$ cat src/rtl/nbp_pkg.sv
package nbp_pkg;
    localparam int WORD_W = 16;

    localparam logic [WORD_W-1:0] CMD_CLR_STATUS = 16'h0050;
    localparam logic [WORD_W-1:0] CMD_ARRAY      = 16'h00FF;
    localparam logic [WORD_W-1:0] CMD_BUF_SETUP  = 16'h00E8;
    localparam logic [WORD_W-1:0] CMD_CONFIRM    = 16'h00D0;

    typedef enum logic [3:0] {
        S_IDLE, S_CLR, S_SETUP_WR, S_SETUP_RD, S_COUNT, S_DATA,
        S_CONFIRM, S_POLL, S_CLR2, S_ARRAY, S_VERIFY, S_FINAL, S_DONE
    } seq_state_e;

    typedef enum logic [2:0] {
        RES_OK      = 3'd0,
        RES_TIMEOUT = 3'd1,
        RES_DEVICE  = 3'd2,
        RES_LOWV    = 3'd3,
        RES_PROTECT = 3'd4,
        RES_PROGRAM = 3'd5,
        RES_VERIFY  = 3'd6
    } result_e;
endpackage

$ cat src/rtl/nbp_chunk_calc.sv
module nbp_chunk_calc #(
    parameter int LEN_W   = 12,
    parameter int DEPTH_W = 5
) (
    input  logic [LEN_W-1:0]   rem_bytes,
    input  logic [DEPTH_W-1:0] depth,
    output logic [DEPTH_W-1:0] words,
    output logic [LEN_W-1:0]   next_rem
);
    logic [LEN_W-1:0] half_len;
    logic [LEN_W-1:0] depth_ext;
    logic             full;

    always_comb begin
        half_len  = rem_bytes >> 1;
        depth_ext = LEN_W'(depth);
        full      = (half_len >= depth_ext);
        if (full) begin
            words    = depth;
            next_rem = rem_bytes - (depth_ext << 1);
        end else begin
            // partial chunk rounds an odd byte up and closes the run
            words    = DEPTH_W'(half_len) + DEPTH_W'(rem_bytes[0]);
            next_rem = '0;
        end
    end
endmodule

$ cat src/rtl/nbp_status_decode.sv
module nbp_status_decode
    import nbp_pkg::*;
(
    input  logic [7:0] stat,
    output logic       ready,
    output logic       err,
    output result_e    code
);
    logic unused_stat0;
    assign unused_stat0 = stat[0];

    always_comb begin
        ready = stat[7];
        err   = |(stat[6:1]);
        if (!err)          code = RES_OK;
        else if (!stat[4]) code = RES_DEVICE;
        else if (stat[3])  code = RES_LOWV;
        else if (stat[1])  code = RES_PROTECT;
        else               code = RES_PROGRAM;
    end
endmodule

$ cat src/rtl/nor_bufprog_seq.sv
module nor_bufprog_seq
    import nbp_pkg::*;
#(
    parameter int              ADDR_W    = 24,
    parameter int              LEN_W     = 16,
    parameter int              DEPTH_W   = 6,
    parameter int              MAX_TRIES = 5000000,
    parameter logic [ADDR_W-1:0] BASE_MASK = '1
) (
    input  logic                 clk,
    input  logic                 rst_n,
    input  logic                 start,
    input  logic [ADDR_W-1:0]    start_addr,
    input  logic [LEN_W-1:0]     start_len,
    input  logic [DEPTH_W-1:0]   start_depth,
    output logic [LEN_W-1:0]     src_idx,
    input  logic [WORD_W-1:0]    src_data,
    output logic                 mem_req,
    output logic                 mem_we,
    output logic [ADDR_W-1:0]    mem_addr,
    output logic [WORD_W-1:0]    mem_wdata,
    input  logic [WORD_W-1:0]    mem_rdata,
    input  logic                 mem_ack,
    output logic                 done,
    output logic [2:0]           result
);
    localparam int TRY_W = $clog2(MAX_TRIES + 1);
    localparam logic [TRY_W-1:0] TRY_LAST = TRY_W'(MAX_TRIES - 1);

    typedef struct packed {
        seq_state_e          st;
        logic [ADDR_W-1:0]   base;
        logic [ADDR_W-1:0]   caddr;
        logic [LEN_W-1:0]    rem;
        logic [DEPTH_W-1:0]  depth;
        logic [DEPTH_W-1:0]  words;
        logic [DEPTH_W-1:0]  idx;
        logic [LEN_W-1:0]    spos;
        logic [TRY_W-1:0]    tries;
        result_e             res;
    } regs_t;

    regs_t q, d;

    logic [DEPTH_W-1:0] cc_words;
    logic [LEN_W-1:0]   cc_next_rem;
    logic               st_ready, st_err;
    result_e            st_code;
    logic               last_word;
    logic               xfer;

    nbp_chunk_calc #(.LEN_W(LEN_W), .DEPTH_W(DEPTH_W)) u_chunk (
        .rem_bytes (q.rem),
        .depth     (q.depth),
        .words     (cc_words),
        .next_rem  (cc_next_rem)
    );

    nbp_status_decode u_dec (
        .stat  (mem_rdata[7:0]),
        .ready (st_ready),
        .err   (st_err),
        .code  (st_code)
    );

    assign last_word = (q.idx == q.words - DEPTH_W'(1));
    assign xfer      = mem_req && mem_ack;
    assign src_idx   = q.spos + LEN_W'(q.idx);
    assign done      = (q.st == S_DONE);
    assign result    = done ? q.res : RES_OK;

    // memory port is a pure function of the registered state
    always_comb begin
        mem_req   = 1'b1;
        mem_we    = 1'b1;
        mem_addr  = q.caddr;
        mem_wdata = '0;
        unique case (q.st)
            S_CLR:      begin mem_addr = q.base; mem_wdata = CMD_CLR_STATUS; end
            S_SETUP_WR: mem_wdata = CMD_BUF_SETUP;
            S_SETUP_RD: mem_we = 1'b0;
            S_COUNT:    mem_wdata = WORD_W'(q.words - DEPTH_W'(1));
            S_DATA:     begin mem_addr = q.caddr + ADDR_W'(q.idx); mem_wdata = src_data; end
            S_CONFIRM:  mem_wdata = CMD_CONFIRM;
            S_POLL:     mem_we = 1'b0;
            S_CLR2:     mem_wdata = CMD_CLR_STATUS;
            S_ARRAY:    mem_wdata = CMD_ARRAY;
            S_VERIFY:   begin mem_we = 1'b0; mem_addr = q.caddr + ADDR_W'(q.idx); end
            S_FINAL:    begin mem_addr = q.base; mem_wdata = CMD_ARRAY; end
            default:    begin mem_req = 1'b0; mem_we = 1'b0; end
        endcase
    end

    always_comb begin
        d = q;
        unique case (q.st)
            S_IDLE: if (start) begin
                d.st    = S_CLR;
                d.base  = start_addr & BASE_MASK;
                d.caddr = start_addr;
                d.rem   = start_len;
                d.depth = (start_depth == '0) ? DEPTH_W'(1) : start_depth;
                d.spos  = '0;
                d.idx   = '0;
                d.res   = RES_OK;
            end
            S_CLR: if (xfer) begin
                if (q.rem == '0) d.st = S_FINAL;
                else begin
                    d.st    = S_SETUP_WR;
                    d.words = cc_words;
                    d.rem   = cc_next_rem;
                    d.tries = '0;
                    d.idx   = '0;
                end
            end
            S_SETUP_WR: if (xfer) d.st = S_SETUP_RD;
            S_SETUP_RD: if (xfer) begin
                if (st_ready) begin
                    d.st    = S_COUNT;
                    d.tries = '0;
                end else if (q.tries == TRY_LAST) begin
                    d.st  = S_FINAL;
                    d.res = RES_TIMEOUT;
                end else begin
                    d.st    = S_SETUP_WR;
                    d.tries = q.tries + TRY_W'(1);
                end
            end
            S_COUNT: if (xfer) begin
                d.st  = S_DATA;
                d.idx = '0;
            end
            S_DATA: if (xfer) begin
                if (last_word) d.st = S_CONFIRM;
                else           d.idx = q.idx + DEPTH_W'(1);
            end
            S_CONFIRM: if (xfer) begin
                d.st    = S_POLL;
                d.tries = '0;
            end
            S_POLL: if (xfer) begin
                if (st_ready) begin
                    if (st_err) begin
                        d.st  = S_FINAL;
                        d.res = st_code;
                    end else d.st = S_CLR2;
                end else if (q.tries == TRY_LAST) begin
                    d.st  = S_FINAL;
                    d.res = RES_TIMEOUT;
                end else d.tries = q.tries + TRY_W'(1);
            end
            S_CLR2:  if (xfer) d.st = S_ARRAY;
            S_ARRAY: if (xfer) begin
                d.st  = S_VERIFY;
                d.idx = '0;
            end
            S_VERIFY: if (xfer) begin
                if (mem_rdata != src_data) begin
                    d.st  = S_FINAL;
                    d.res = RES_VERIFY;
                end else if (last_word) begin
                    d.spos  = q.spos + LEN_W'(q.words);
                    d.caddr = q.caddr + ADDR_W'(q.words);
                    d.idx   = '0;
                    if (q.rem == '0) d.st = S_FINAL;
                    else begin
                        d.st    = S_SETUP_WR;
                        d.words = cc_words;
                        d.rem   = cc_next_rem;
                        d.tries = '0;
                    end
                end else d.idx = q.idx + DEPTH_W'(1);
            end
            S_FINAL: if (xfer) d.st = S_DONE;
            S_DONE:  d.st = S_IDLE;
            default: d.st = S_IDLE;
        endcase
    end

    always_ff @(posedge clk or negedge rst_n) begin
        if (!rst_n) begin
            q       <= '0;
            q.st    <= S_IDLE;
            q.res   <= RES_OK;
            q.depth <= DEPTH_W'(1);
        end else begin
            q <= d;
        end
    end

    AST_REQ_HOLD: assert property (@(posedge clk) disable iff (!rst_n)
        (mem_req && !mem_ack) |=> (mem_req && $stable(mem_we) && $stable(mem_addr) && $stable(mem_wdata)))
        else $error("request changed before acknowledge");

    AST_DONE_PULSE: assert property (@(posedge clk) disable iff (!rst_n)
        done |=> !done)
        else $error("done longer than one cycle");

    AST_DONE_AFTER_RESET_WR: assert property (@(posedge clk) disable iff (!rst_n)
        $rose(done) |-> $past(mem_ack && mem_we && mem_wdata == CMD_ARRAY && mem_addr == q.base))
        else $error("done without final array write at base");

    AST_CHUNK_BOUND: assert property (@(posedge clk) disable iff (!rst_n)
        (q.st inside {S_SETUP_WR, S_SETUP_RD, S_COUNT, S_DATA, S_CONFIRM, S_POLL})
            |-> (q.words != '0 && q.words <= q.depth))
        else $error("chunk size out of range");

    AST_TRY_LIMIT: assert property (@(posedge clk) disable iff (!rst_n)
        q.tries < TRY_W'(MAX_TRIES))
        else $error("retry counter past limit");

    AST_RESULT_QUIET: assert property (@(posedge clk) disable iff (!rst_n)
        !done |-> (result == 3'd0))
        else $error("result nonzero outside done");
endmodule

$ cat config.mk
export PLATFORM = sky130hd
export DESIGN_NAME = nor_bufprog_seq
export DESIGN_NICKNAME = d
export VERILOG_FILES = /design/src/rtl/nbp_pkg.sv /design/src/rtl/nbp_chunk_calc.sv /design/src/rtl/nbp_status_decode.sv /design/src/rtl/nor_bufprog_seq.sv
export SDC_FILE = /design/constraint.sdc
export NUM_CORES = 1
export LEC_CHECK = 0
export ABC_CLOCK_PERIOD_IN_PS = 4300
export BUFFER_PORTS_ARGS = -buffer_cell sky130_fd_sc_hd__buf_2
export CORE_ASPECT_RATIO = 0.7
export CORE_MARGIN = 2
export CORE_UTILIZATION = 55
export DETAILED_ROUTE_END_ITERATION = 6
export HOLD_SLACK_MARGIN = 0.15
export PLACE_DENSITY = 0.81
export SETUP_SLACK_MARGIN = 0.3
export SLEW_MARGIN = 20
export SYNTH_ARGS = -nofsm -noshare
export SYNTH_HDL_FRONTEND = slang
export SYNTH_HIERARCHICAL = 1
export SYNTH_SLANG_ARGS = --single-unit
$ cat constraint.sdc
create_clock -name clk -period 4.3 [get_ports clk]
set_clock_uncertainty 0.15 [all_clocks]
set_input_delay 0.645 -clock clk [delete_from_list [all_inputs] [get_ports clk]]
set_output_delay 0.645 -clock clk [all_outputs]
set_load 0.03 [all_outputs]
==> impl_metrics.toml <==
[logic_synthesis]
synth-seq-area-share_pct = 32.5
syn_avg_cell_area_um2 = 7.95
ys_async_sr_fraction_pct = 100
ys_warn_count = 6
yosys.area_share.simple_pct = 25.6
synthAdderAreaFrac_pct = 5.45
synth_compound_area_share_pct = 24.1
synth-edff-count = 0
synthDistinctLibCells = 87
synth_top_family_by_area = "simple AND/OR/NAND/NOR gates"
ys.flop_type = "dfrtp_1"
synth_top_area_share_pct = 32.2
synth-xor-area-share_pct = 6.15
syn_nets = 1364
synth.most_common_cell = "nand2_1"
synthTopCellsByArea = "dfrtp_1, nand2_1, o21ai_0"
postSynthCellCount = 1242
synth_area_mm2 = 0.00987
synthMuxAreaShare_pct = 1.88
yosysTopAreaCell = "dfrtp_1"
ys_top_cells_by_count = "nand2_1, dfrtp_1, nor2_1"
ys_ff_latch = 128

[clocking]
cts_tree = "built"
clock-sinks = 128
path_clk_slew_ps = 60
cts_buffer_depth = 2
cts-root-buf = "clkbuf_16"
cts_made_buffers = 17
hold_buffers = 0
htreeDepth = 4
clkLatencyLatePin_ps = 430

[route]
drt-initial-drc-count = 1223
post_drt_via_cell_ratio = 6.44
routed_wl_mm = 30.7
drt-met1-wl_mm = 13.2
wl_met2_mm = 13.2
dr.pass1.iters = 7
vias = 10400
drc = 4
top_layer = "met4"
antenna_left = 0
wire_per_inst_um = 19.0
wl_met3_mm = 3.76

[global_routing]
grt_first_pass_wirelength_mm = 49.7
grt_max_degree = 73
antenna_found_initial = 3
grt_use_total_pct = 33.0
grt_pass1_vias = 9677
grt_overflow = 0

[placed_design]
pre_cts_ws_ps = 456
placed_area_mm2 = 0.0108
placed_cells = 1576
place_congestion = 0.992
port_buffers = 143
post-dp-hpwl_mm = 21.9

[power]
max-vdd-ir-drop_uv = 487
power_leakage_nw = 5.08
power_density_mw_per_mm2 = 729

[timing]
tightest_slew_ps = 1020
timing.final.ws_setup_ps = 400
setup_violations = 0
fin_crit_sh_pct = 90.7
post-route-min-period_ps = 3900
maxSlewViolCount = 0
tns_ps = 0
finalHoldViolCount = 0
grt_setup_unrepaired = "no"
max_slew_margin_pct = 31.8
clock.fmax_mhz = 256

[setup_path]
r2r_cells = 7
critPathLaunchType = "flop"
cp-end-kind = "primary output"
crit_required_ps = 3500
critPathMaxFanout = 9
worst-r2r-setup-slack_ps = 560
crit_arrival_ps = 3100
worstSetupPathType = "reg2out"
worstReg2RegStart = "q[48]"
rr_endpoint = "q[35]"

[floorplanning]
die_h_um = 116
start_util_pct = 56.8
die_x_um = 164
dieArea_mm2 = 0.0191
core_mm2 = 0.0174
fp-row-count = 40
ios = 144

[run]
max_cap_viol_count = 0

[final_layout]
max_flop_register = "q"
finalNetCount = 1493
layout-drive-gt1-share_pct = 19.1
largest_reg_flops = 128
area_delta_synth_final_pct = 16.6
utilization_pct = 66.3
fin_area_mm2 = 0.0115
fin_cells = 1617
largest_registers = "q: 128 flops"

[status]
violations = "design-rule violations"
status = "complete, but fails checks"

[hold_path]
hold_path.class = "in2async"
==> per-layer routing <==
metal	GRT usage [%]	vias to the layer above
met3	9.56	54
met5	0	-
met2	49.2	644
li1	-	4802
met4	8.95	0
met1	47.1	4910
==> worst max-delay path by stage <==
stage                     cells past startpoint  slack [ps]   from            to
after floorplan                              10         290  q[42]  mem_addr[12]
after global placement                       11         620  q[42]  mem_addr[14]
after detailed placement                     11         460  q[42]  mem_addr[20]
after CTS                                    11         370  q[42]  mem_addr[14]
after global routing                         13         250  q[42]   mem_addr[8]
final                                        11         400  q[42]  mem_addr[14]
==> final cells by class <==
cell class / instances / area, µm²
multi-input combinational: 1011 / 6290
tap: 231 / 289
fill: 1470 / 5860
clock inverter: 12 / 138
sequential: 128 / 3210
clock buffer: 20 / 447
inverter: 36 / 135
antenna: 2 / 5.00
timing repair buffer: 177 / 993
==> where the power goes <==
group	switching, mW	total, mW	leakage [nW]	internal, mW
sequential	0.568	2.19	1.64	1.62
combinational	3.07	4.77	3.17	1.70
clock	0.571	1.44	0.268	0.869
==> worst max-delay path, cell delays in order, from the launching register on <==
cell	delay, ps
dfrtp_2	400
ha_1	190
inv_1	60
fa_1	410
nor2b_1	130
o21ai_0	110
a21boi_1	220
o21a_2	260
o21ai_4	120
o311a_1	350
a211o_1	260
buf_2	170
==> cells by family after synthesis <==
family                     after synthesis
buffers and inverters                  103
AOI/OAI and AO/OA                      359
DFF                                    128
adders and majority gates               40
xor gates and xnor gates                66
and+or+nand+nor                        529
muxes                                   17
==> stage by stage <==
stage	total power, mW	hold slack, ps
finish	8.40	222
global route	8.98	292
CTS	8.26	267
detailed placement	6.79	312
global placement	6.63	307
floorplan	5.44	199
==> placed cells by master (no fill, tap or decap), drive strengths merged, types with 10 or more instances in the layout <==
| master | instances |
|---|---|
| nor2 | 103 |
| mux2 | 12 |
| o311ai | 16 |
| nand3 | 54 |
| a21oi | 74 |
| o21ai | 99 |
| nor4 | 17 |
| a31oi | 33 |
| a21o | 13 |
| or2 | 11 |
| xnor2 | 46 |
| xor2 | 18 |
| buf | 177 |
| o31ai | 24 |
| nand2 | 214 |
| nand4 | 17 |
| inv | 35 |
| nor2b | 10 |
| ha | 35 |
| a22oi | 15 |
| or3 | 12 |
| clkbuf | 20 |
| dfrtp | 127 |
| and3 | 10 |
| nor3 | 30 |
| o211ai | 12 |
==> repair_timing <==
action,CTS,global route
resized for setup,9,10
buffers inserted,0,7
pin swaps,0,2
endpoints found under the setup margin,7,19
gates cloned,0,0
Power figures use the tool's default switching activity.
